**src/rtl/jtag_bridge_pkg.sv**
```systemverilog
package jtag_bridge_pkg;
   localparam int OP_W = 3;

   localparam logic [OP_W-1:0] OP_SET_TDI = 3'd0;
   localparam logic [OP_W-1:0] OP_SET_TMS = 3'd1;
   localparam logic [OP_W-1:0] OP_STEP    = 3'd2;
   localparam logic [OP_W-1:0] OP_GET_TDO = 3'd3;

   typedef struct packed {
      logic ld_tdi;
      logic ld_tms;
      logic step;
      logic drop;
      logic clr_err;
   } strobe_t;
endpackage

```
**src/rtl/jtag_bridge_decode.sv**
```systemverilog
module jtag_bridge_decode
   import jtag_bridge_pkg::*;
(
   input  logic            wr,
   input  logic            rd,
   input  logic [OP_W-1:0] op,
   input  logic            busy,
   output strobe_t         stb
);
   logic wr_ok;

   always_comb begin
      wr_ok       = wr && !busy;
      stb.ld_tdi  = wr_ok && (op == OP_SET_TDI);
      stb.ld_tms  = wr_ok && (op == OP_SET_TMS);
      stb.step    = wr_ok && (op == OP_STEP);
      stb.drop    = wr && busy;
      stb.clr_err = rd && (op == OP_GET_TDO);
   end
endmodule

```
**src/rtl/jtag_bridge_tckgen.sv**
```systemverilog
module jtag_bridge_tckgen #(
   parameter int TCK_HALF = 4
) (
   input  logic clk,
   input  logic rst_n,
   input  logic step,
   output logic tck,
   output logic busy
);
   logic hi_q;
   logic act_q;

   generate
      if (TCK_HALF == 1) begin : g_fast
         always_ff @(posedge clk or negedge rst_n) begin
            if (!rst_n) begin
               hi_q  <= 1'b0;
               act_q <= 1'b0;
            end else if (step) begin
               hi_q  <= 1'b1;
               act_q <= 1'b1;
            end else if (act_q) begin
               if (hi_q) hi_q  <= 1'b0;
               else      act_q <= 1'b0;
            end
         end
      end else begin : g_count
         localparam int CW = $clog2(TCK_HALF);
         localparam logic [CW-1:0] LAST = CW'(TCK_HALF - 1);
         logic [CW-1:0] cnt_q;

         always_ff @(posedge clk or negedge rst_n) begin
            if (!rst_n) begin
               hi_q  <= 1'b0;
               act_q <= 1'b0;
               cnt_q <= '0;
            end else if (step) begin
               hi_q  <= 1'b1;
               act_q <= 1'b1;
               cnt_q <= '0;
            end else if (act_q) begin
               if (cnt_q == LAST) begin
                  cnt_q <= '0;
                  if (hi_q) hi_q  <= 1'b0;
                  else      act_q <= 1'b0;
               end else begin
                  cnt_q <= cnt_q + 1'b1;
               end
            end
         end
      end
   endgenerate

   assign tck  = hi_q;
   assign busy = act_q;

   assert_tck_in_busy_R4: assert property (@(posedge clk) disable iff (!rst_n)
      tck |-> busy);
   assert_step_starts_R4: assert property (@(posedge clk) disable iff (!rst_n)
      (step && !busy) |=> (tck && busy));
   assert_low_phase_R4: assert property (@(posedge clk) disable iff (!rst_n)
      $fell(tck) |-> busy);
endmodule

```
**src/rtl/jtag_bridge_capture.sv**
```systemverilog
module jtag_bridge_capture #(
   parameter int NCHAIN = 8
) (
   input  logic              clk,
   input  logic              rst_n,
   input  logic              take,
   input  logic [NCHAIN-1:0] tdo,
   output logic [NCHAIN-1:0] cap
);
   generate
      for (genvar i = 0; i < NCHAIN; i++) begin : g_chain
         always_ff @(posedge clk or negedge rst_n) begin
            if (!rst_n)    cap[i] <= 1'b0;
            else if (take) cap[i] <= tdo[i];
         end
      end
   endgenerate

   assert_cap_hold_R5: assert property (@(posedge clk) disable iff (!rst_n)
      !take |=> $stable(cap));
endmodule

```
**src/rtl/jtag_bridge.sv**
```systemverilog
module jtag_bridge
   import jtag_bridge_pkg::*;
#(
   parameter int NCHAIN   = 8,
   parameter int TCK_HALF = 4
) (
   input  logic              clk,
   input  logic              rst_n,
   input  logic              bus_wr,
   input  logic              bus_rd,
   input  logic [OP_W-1:0]   bus_op,
   input  logic [NCHAIN-1:0] bus_wdata,
   output logic [NCHAIN-1:0] bus_rdata,
   output logic              busy,
   output logic              wr_err,
   output logic              tck,
   output logic [NCHAIN-1:0] tms,
   output logic [NCHAIN-1:0] tdi,
   input  logic [NCHAIN-1:0] tdo
);
   localparam int PAD = NCHAIN - 2;

   generate
      if (NCHAIN < 2) begin : g_bad_width
         $error("jtag_bridge: NCHAIN must be at least 2");
      end
      if (TCK_HALF < 1) begin : g_bad_half
         $error("jtag_bridge: TCK_HALF must be at least 1");
      end
   endgenerate

   strobe_t           stb;
   logic [NCHAIN-1:0] tdi_q, tms_q, cap;
   logic [NCHAIN-1:0] rd_mux;
   logic              err_q;

   jtag_bridge_decode u_decode (
      .wr   (bus_wr),
      .rd   (bus_rd),
      .op   (bus_op),
      .busy (busy),
      .stb  (stb)
   );

   jtag_bridge_tckgen #(.TCK_HALF(TCK_HALF)) u_tckgen (
      .clk   (clk),
      .rst_n (rst_n),
      .step  (stb.step),
      .tck   (tck),
      .busy  (busy)
   );

   jtag_bridge_capture #(.NCHAIN(NCHAIN)) u_capture (
      .clk   (clk),
      .rst_n (rst_n),
      .take  (stb.step),
      .tdo   (tdo),
      .cap   (cap)
   );

   always_ff @(posedge clk or negedge rst_n) begin
      if (!rst_n) begin
         tdi_q <= '0;
         tms_q <= '1;
      end else begin
         if (stb.ld_tdi) tdi_q <= bus_wdata;
         if (stb.ld_tms) tms_q <= bus_wdata;
      end
   end

   always_ff @(posedge clk or negedge rst_n) begin
      if (!rst_n)           err_q <= 1'b0;
      else if (stb.drop)    err_q <= 1'b1;
      else if (stb.clr_err) err_q <= 1'b0;
   end

   always_comb begin
      unique case (bus_op)
         OP_SET_TDI: rd_mux = tdi_q;
         OP_SET_TMS: rd_mux = tms_q;
         OP_STEP:    rd_mux = {{PAD{1'b0}}, err_q, busy};
         OP_GET_TDO: rd_mux = cap;
         default:    rd_mux = '0;
      endcase
   end

   always_ff @(posedge clk or negedge rst_n) begin
      if (!rst_n)      bus_rdata <= '0;
      else if (bus_rd) bus_rdata <= rd_mux;
      else             bus_rdata <= '0;
   end

   assign tdi    = tdi_q;
   assign tms    = tms_q;
   assign wr_err = err_q;

   assert_drop_sets_err_R6: assert property (@(posedge clk) disable iff (!rst_n)
      (bus_wr && busy) |=> (wr_err && $stable(tdi) && $stable(tms)));
   assert_err_clear_R7: assert property (@(posedge clk) disable iff (!rst_n)
      (bus_rd && bus_op == OP_GET_TDO && !(bus_wr && busy)) |=> !wr_err);
   assert_reserved_zero_R8: assert property (@(posedge clk) disable iff (!rst_n)
      (bus_rd && bus_op[2]) |=> (bus_rdata == '0));
   assert_pins_still_R10: assert property (@(posedge clk) disable iff (!rst_n)
      (busy && $past(busy)) |-> ($stable(tdi) && $stable(tms)));
endmodule

```
**config.mk**
```make
export PLATFORM = sky130hd
export DESIGN_NAME = jtag_bridge
export DESIGN_NICKNAME = d
export VERILOG_FILES = /design/src/rtl/jtag_bridge_pkg.sv /design/src/rtl/jtag_bridge_decode.sv /design/src/rtl/jtag_bridge_tckgen.sv /design/src/rtl/jtag_bridge_capture.sv /design/src/rtl/jtag_bridge.sv
export SDC_FILE = /design/constraint.sdc
export NUM_CORES = 1
export LEC_CHECK = 0
export BUFFER_PORTS_ARGS = -buffer_cell sky130_fd_sc_hd__clkbuf_2
export CAP_MARGIN = 30
export CORE_MARGIN = 5
export CORE_UTILIZATION = 45
export DETAILED_ROUTE_END_ITERATION = 8
export PLACE_DENSITY = 0.71
export SLEW_MARGIN = 20
export SYNTH_ARGS = -nofsm -noshare
export SYNTH_HDL_FRONTEND = slang
export SYNTH_HIERARCHICAL = 1
export SYNTH_SLANG_ARGS = --single-unit
```
**constraint.sdc**
```tcl
create_clock -name clk -period 3.5 [get_ports clk]
set_input_delay 0.35 -clock clk [delete_from_list [all_inputs] [get_ports clk]]
set_output_delay 0.35 -clock clk [all_outputs]
set_load 0.02 [all_outputs]
```
**Yosys cells after proc, flatten, opt, wreduce, memory -nomap -nowiden**

Index checks and enable logic that the tools add are counted.
W data, S select, Z words.

- Output and inout port bits: 27
- Word-level logic and storage cells: 46
- Register bits after elaboration: 37

- Eq/ne operators: 4
- Add/subtract/negate cells: 1
- Reductions and logical operators: 12
- Muxes and demuxes: 14

Operator list:

| operator | number |
|---|---|
| $pmux W8 S4 | 1 |
| $mux W1 | 9 |
| $mux W8 | 1 |
| $eq A3 B2 Y1 const B | 2 |
| $logic_and A1 B1 Y1 | 6 |
| $mux W2 | 3 |
| $reduce_bool A2 Y1 | 3 |
| $eq A3 B1 Y1 const B | 1 |
| $logic_not A3 Y1 | 1 |
| $add A2 B1 Y2 const B | 1 |
| $eq A2 B2 Y1 const B | 1 |
| $reduce_and A2 Y1 | 1 |
| $logic_not A1 Y1 | 1 |

**Depth between registers and ports, before layout**

- Word-level depth: 5
- Mapped depth: 4
- Depth with buffers taken out: 3

**By module**

Netlist, hierarchy kept.

Modules (own cells, without submodules):

| module | area each (um^2) | seq. area each (um^2) | instances | cells each |
|---|---|---|---|---|
| jtag_bridge | 1082.3 | 635.6 | 1 | 76 |
| jtag_bridge_capture | 331.6 | 200.2 | 1 | 17 |
| jtag_bridge_tckgen | 175.2 | 100.1 | 1 | 14 |
| jtag_bridge_decode | 55.1 | 0.0 | 1 | 6 |

**Least setup slack after synthesis**

No wires, ideal clock.

- Path type: reg-to-reg
- From: register u_tckgen.act_q (netlist: u_tckgen/busy)
- To: register u_capture.cap[0]
- Period minus slack after synthesis: 1549 ps
- Path buffers: 1
- Arrival: 1424 ps
- Required time: 3375 ps
- Stages on the path, launching flop included: 5
- Library setup time: 125 ps
- Setup slack: 1951 ps
- Cells stage by stage: dfrtp_1 -> nor2_2 -> and4b_1 -> buf_6 -> mux2_4

RTL lines:

| what | RTL line | source |
|---|---|---|
| from (decl) | jtag_bridge_tckgen.sv:11 | `logic act_q;` |
| from (signal assigned) | jtag_bridge_tckgen.sv:35 | `act_q <= 1'b0;` |
| from (signal assigned) | jtag_bridge_tckgen.sv:39 | `act_q <= 1'b1;` |
| from (signal assigned) | jtag_bridge_tckgen.sv:45 | `else act_q <= 1'b0;` |
| to (signal, indexed assignment) | jtag_bridge_capture.sv:14 | `else if (take) cap[i] <= tdo[i];` |
| to (decl) | jtag_bridge_capture.sv:8 | `output logic [NCHAIN-1:0] cap` |

==> metrics.csv <==
metric,value,unit
GR Util All Layers,0.149,
DP Area,1920,sq um
Synth Register Bits,37,
leak pwr,1.00,nW
Post-DRT Antenna Nets,0,
TritonCTS clock tree,done,
critical path's slowest cell,and4b_1,
setup TNS,0,ps
gp weighted congestion,0.733,
critical path arrival,2000,ps
I/O Buffers,49,
period utilization,0.524,
"CTS clk-pin slew, worst paths",70,ps
element type at the critical path end,register,
layout cells sized above 1,0.455,
Root Buffer,clkbuf_8,
Die ar.,4960,sq um
Max IR drop VDD,0.271,mV
ANT cells,0,
Critical Path RT,3670,ps
"reg-to-reg slack, setup",1670,ps
area of the multi-input gates,671,sq um
vias in the first global route,1181,
# rows,22,
max-cap violations,0,
CTS Buf Count,5,
postcts setup bufs,0,
die height,70.4,um
unrepaired setup endpoints after global routing,false,
final setup vio count,0,
cell family with most CP delay,simple AND/OR/NAND/NOR gates,
Worst Setup Path Type,reg2reg,
HPWL Detailed,2.55,mm
register area,936,sq um
CP startpoint kind,register,
final instance area,2030,sq um
first-pass GRT wire length,5.72,mm
YS warnings,6,
Worst Skew,4.07,ps
Max Root-Sink Buffers,2,
total gr overflow,0,
Initial DRT Pass Iterations,4,
fill cell count,310,
fin. max-slew vios,0,
Tmin final,1830,ps
"Buf+Inv Stages, Crit Path",0,
die width,70.4,um
antenna violations before repair,0,
Syn Area/Cell,14.5,sq um
Synth Instances,113,
Initial Utilization,0.456,
Mapped Nets,137,
DR iter-0 viols,53,
sequential area share after synthesis,0.569,
Hold Path Stages,2,
Yosys top cell area share,0.441,
crit-path max FO,12,
CP cell instances,nor2_2 -> and4b_1 -> mux2_4,
"top cells by area, synth","dfrtp_1 44%, dfstp_2 13%, mux2_1 11%",
via/cell ratio,5.18,
CTS sink count,37,
worst skew pair latency,280,ps
Max Clk Rate,545,MHz
Top-Level Pins,50,
via count,1113,
Worst Reg-to-Reg Cells,3,
post-DR wirelength/cell,16.3,um
"Distinct cells, synth",26,
stages on the worst setup path,3,
Core Area,3610,sq um
H-tree depth,2,
largest net degree at the start of global routing,38,
Hold WC Path Type,in2reg,
NumNets Final,190,
post-layout util,0.562,
relative slew slack,0.525,
Pwr Density,796,nW/um^2
routed wire length,3.50,mm
mapped cell area,1640,sq um
Worst Tran Pin Value,712,ps
Fin. Hold Viols,0,
delay of the slowest critical-path stage,690,ps
drc violations,0,
status,completed,
largest area contributor in the netlist,dfrtp_1,
Syn-to-layout area delta,23.4,%
-- through the flow --
step	instances	power (mW)	worst slack, ps	hold slack, ps
after global placement	205	1.31	1660	479
after global routing	215	1.71	1590	290
final	215	1.61	1670	296
after floorplan	113	1.13	1950	54.4
after detailed placement	205	1.34	1590	486
after CTS	213	1.63	1680	196
-- worst paths after layout --
path                               endpoint           from
min in group asynchronous      bus_rdata[2]          rst_n
setup reg to reg           u_capture/cap[4]  u_tckgen/busy
hold reg to reg                u_tckgen/tck   u_tckgen/tck
setup / recovery           u_capture/cap[4]  u_tckgen/busy
max in group asynchronous            tms[3]          rst_n
hold / removal                       tdi[1]   bus_wdata[1]
-- layer usage --
metal  up-vias  share of wire  GRT usage  wire (um)
li1        508              -          -          -
met1       557           0.43      0.179       1510
met2        41           0.49      0.236       1710
met3         7          0.064     0.0647        223
met4         0          0.017     0.0553         59
met5         -              0          0          0
-- timing repair --
action | in CTS | in global routing
hold endpoints to repair | 0 | 7
hold buffers | 0 | 1
resized for setup | 0 | 0
-- cell usage after synthesis --
| library cell | count |
|---|---|
| dfrtp_1 | 29 |
| mux2_1 | 16 |
| dfstp_2 | 8 |
| mux2_4 | 8 |
| mux2i_1 | 7 |
| a21oi_1 | 6 |
| nor2b_1 | 6 |
| o21ai_1 | 4 |
| a21o_1 | 3 |
| and2_1 | 3 |
| and4b_1 | 3 |
| buf_2 | 3 |
| mux4_1 | 2 |
| nand2b_1 | 2 |
| o21ai_0 | 2 |
| a21oi_2 | 1 |
| and2b_4 | 1 |
| and4bb_1 | 1 |
| buf_4 | 1 |
| buf_6 | 1 |
| ha_1 | 1 |
| inv_1 | 1 |
| nand2_1 | 1 |
| nor2_1 | 1 |
| nor2_2 | 1 |
| or3b_1 | 1 |
-- cell type report --
cell class,instances,area share
Sequential cell,37,0.461
Multi-Input combinational cell,70,0.331
Timing Repair Buffer,51,0.136
Clock buffer,6,0.0358
Tap cell,48,0.0296
Clock inverter,2,0.00494
Inverter,1,0.00185
-- sequential cells by signal, summed over array words and instances (netlist names) --
| name | cells |
|---|---|
| tdi | 8 |
| u_capture/cap | 8 |
| tms | 8 |
| u_tckgen/g_count.cnt_q | 2 |
| wr_err | 1 |
| u_tckgen/tck | 1 |
| bus_rdata | 8 |
| u_tckgen/busy | 1 |
-- cell families (layout without fill, tap and decap cells) --
| family | Yosys count | in the layout | synth area share |
|---|---|---|---|
| fa+ha+maj | 1 | 1 | 0.00761 |
| simple gates | 20 | 20 | 0.0875 |
| buf+inv | 6 | 60 | 0.0228 |
| compound gates | 16 | 16 | 0.0556 |
| flops | 37 | 37 | 0.569 |
| mux | 33 | 33 | 0.257 |
-- power by group --
part	switching, mW	total [mW]	leakage, nW	internal, mW
combinational	0.304	0.581	0.515	0.276
sequential	0.126	0.756	0.443	0.630
clock	0.140	0.277	0.0450	0.138
total	0.570	1.61	1.00	1.04
-- cell usage in the layout, fill, tap and decap left out, drive strengths merged, types with 2 or more instances in the layout --
master and instances:
nand2b 2, nor2b 6, mux4 2, dfrtp 29, clkbuf 55, nor2 2, dfstp 8, clkinv 2
a21oi 7, and4b 3, a21o 3, and2 3, mux2i 7, mux2 24, o21ai 6
No activity file was read; power rests on OpenSTA's default activity.
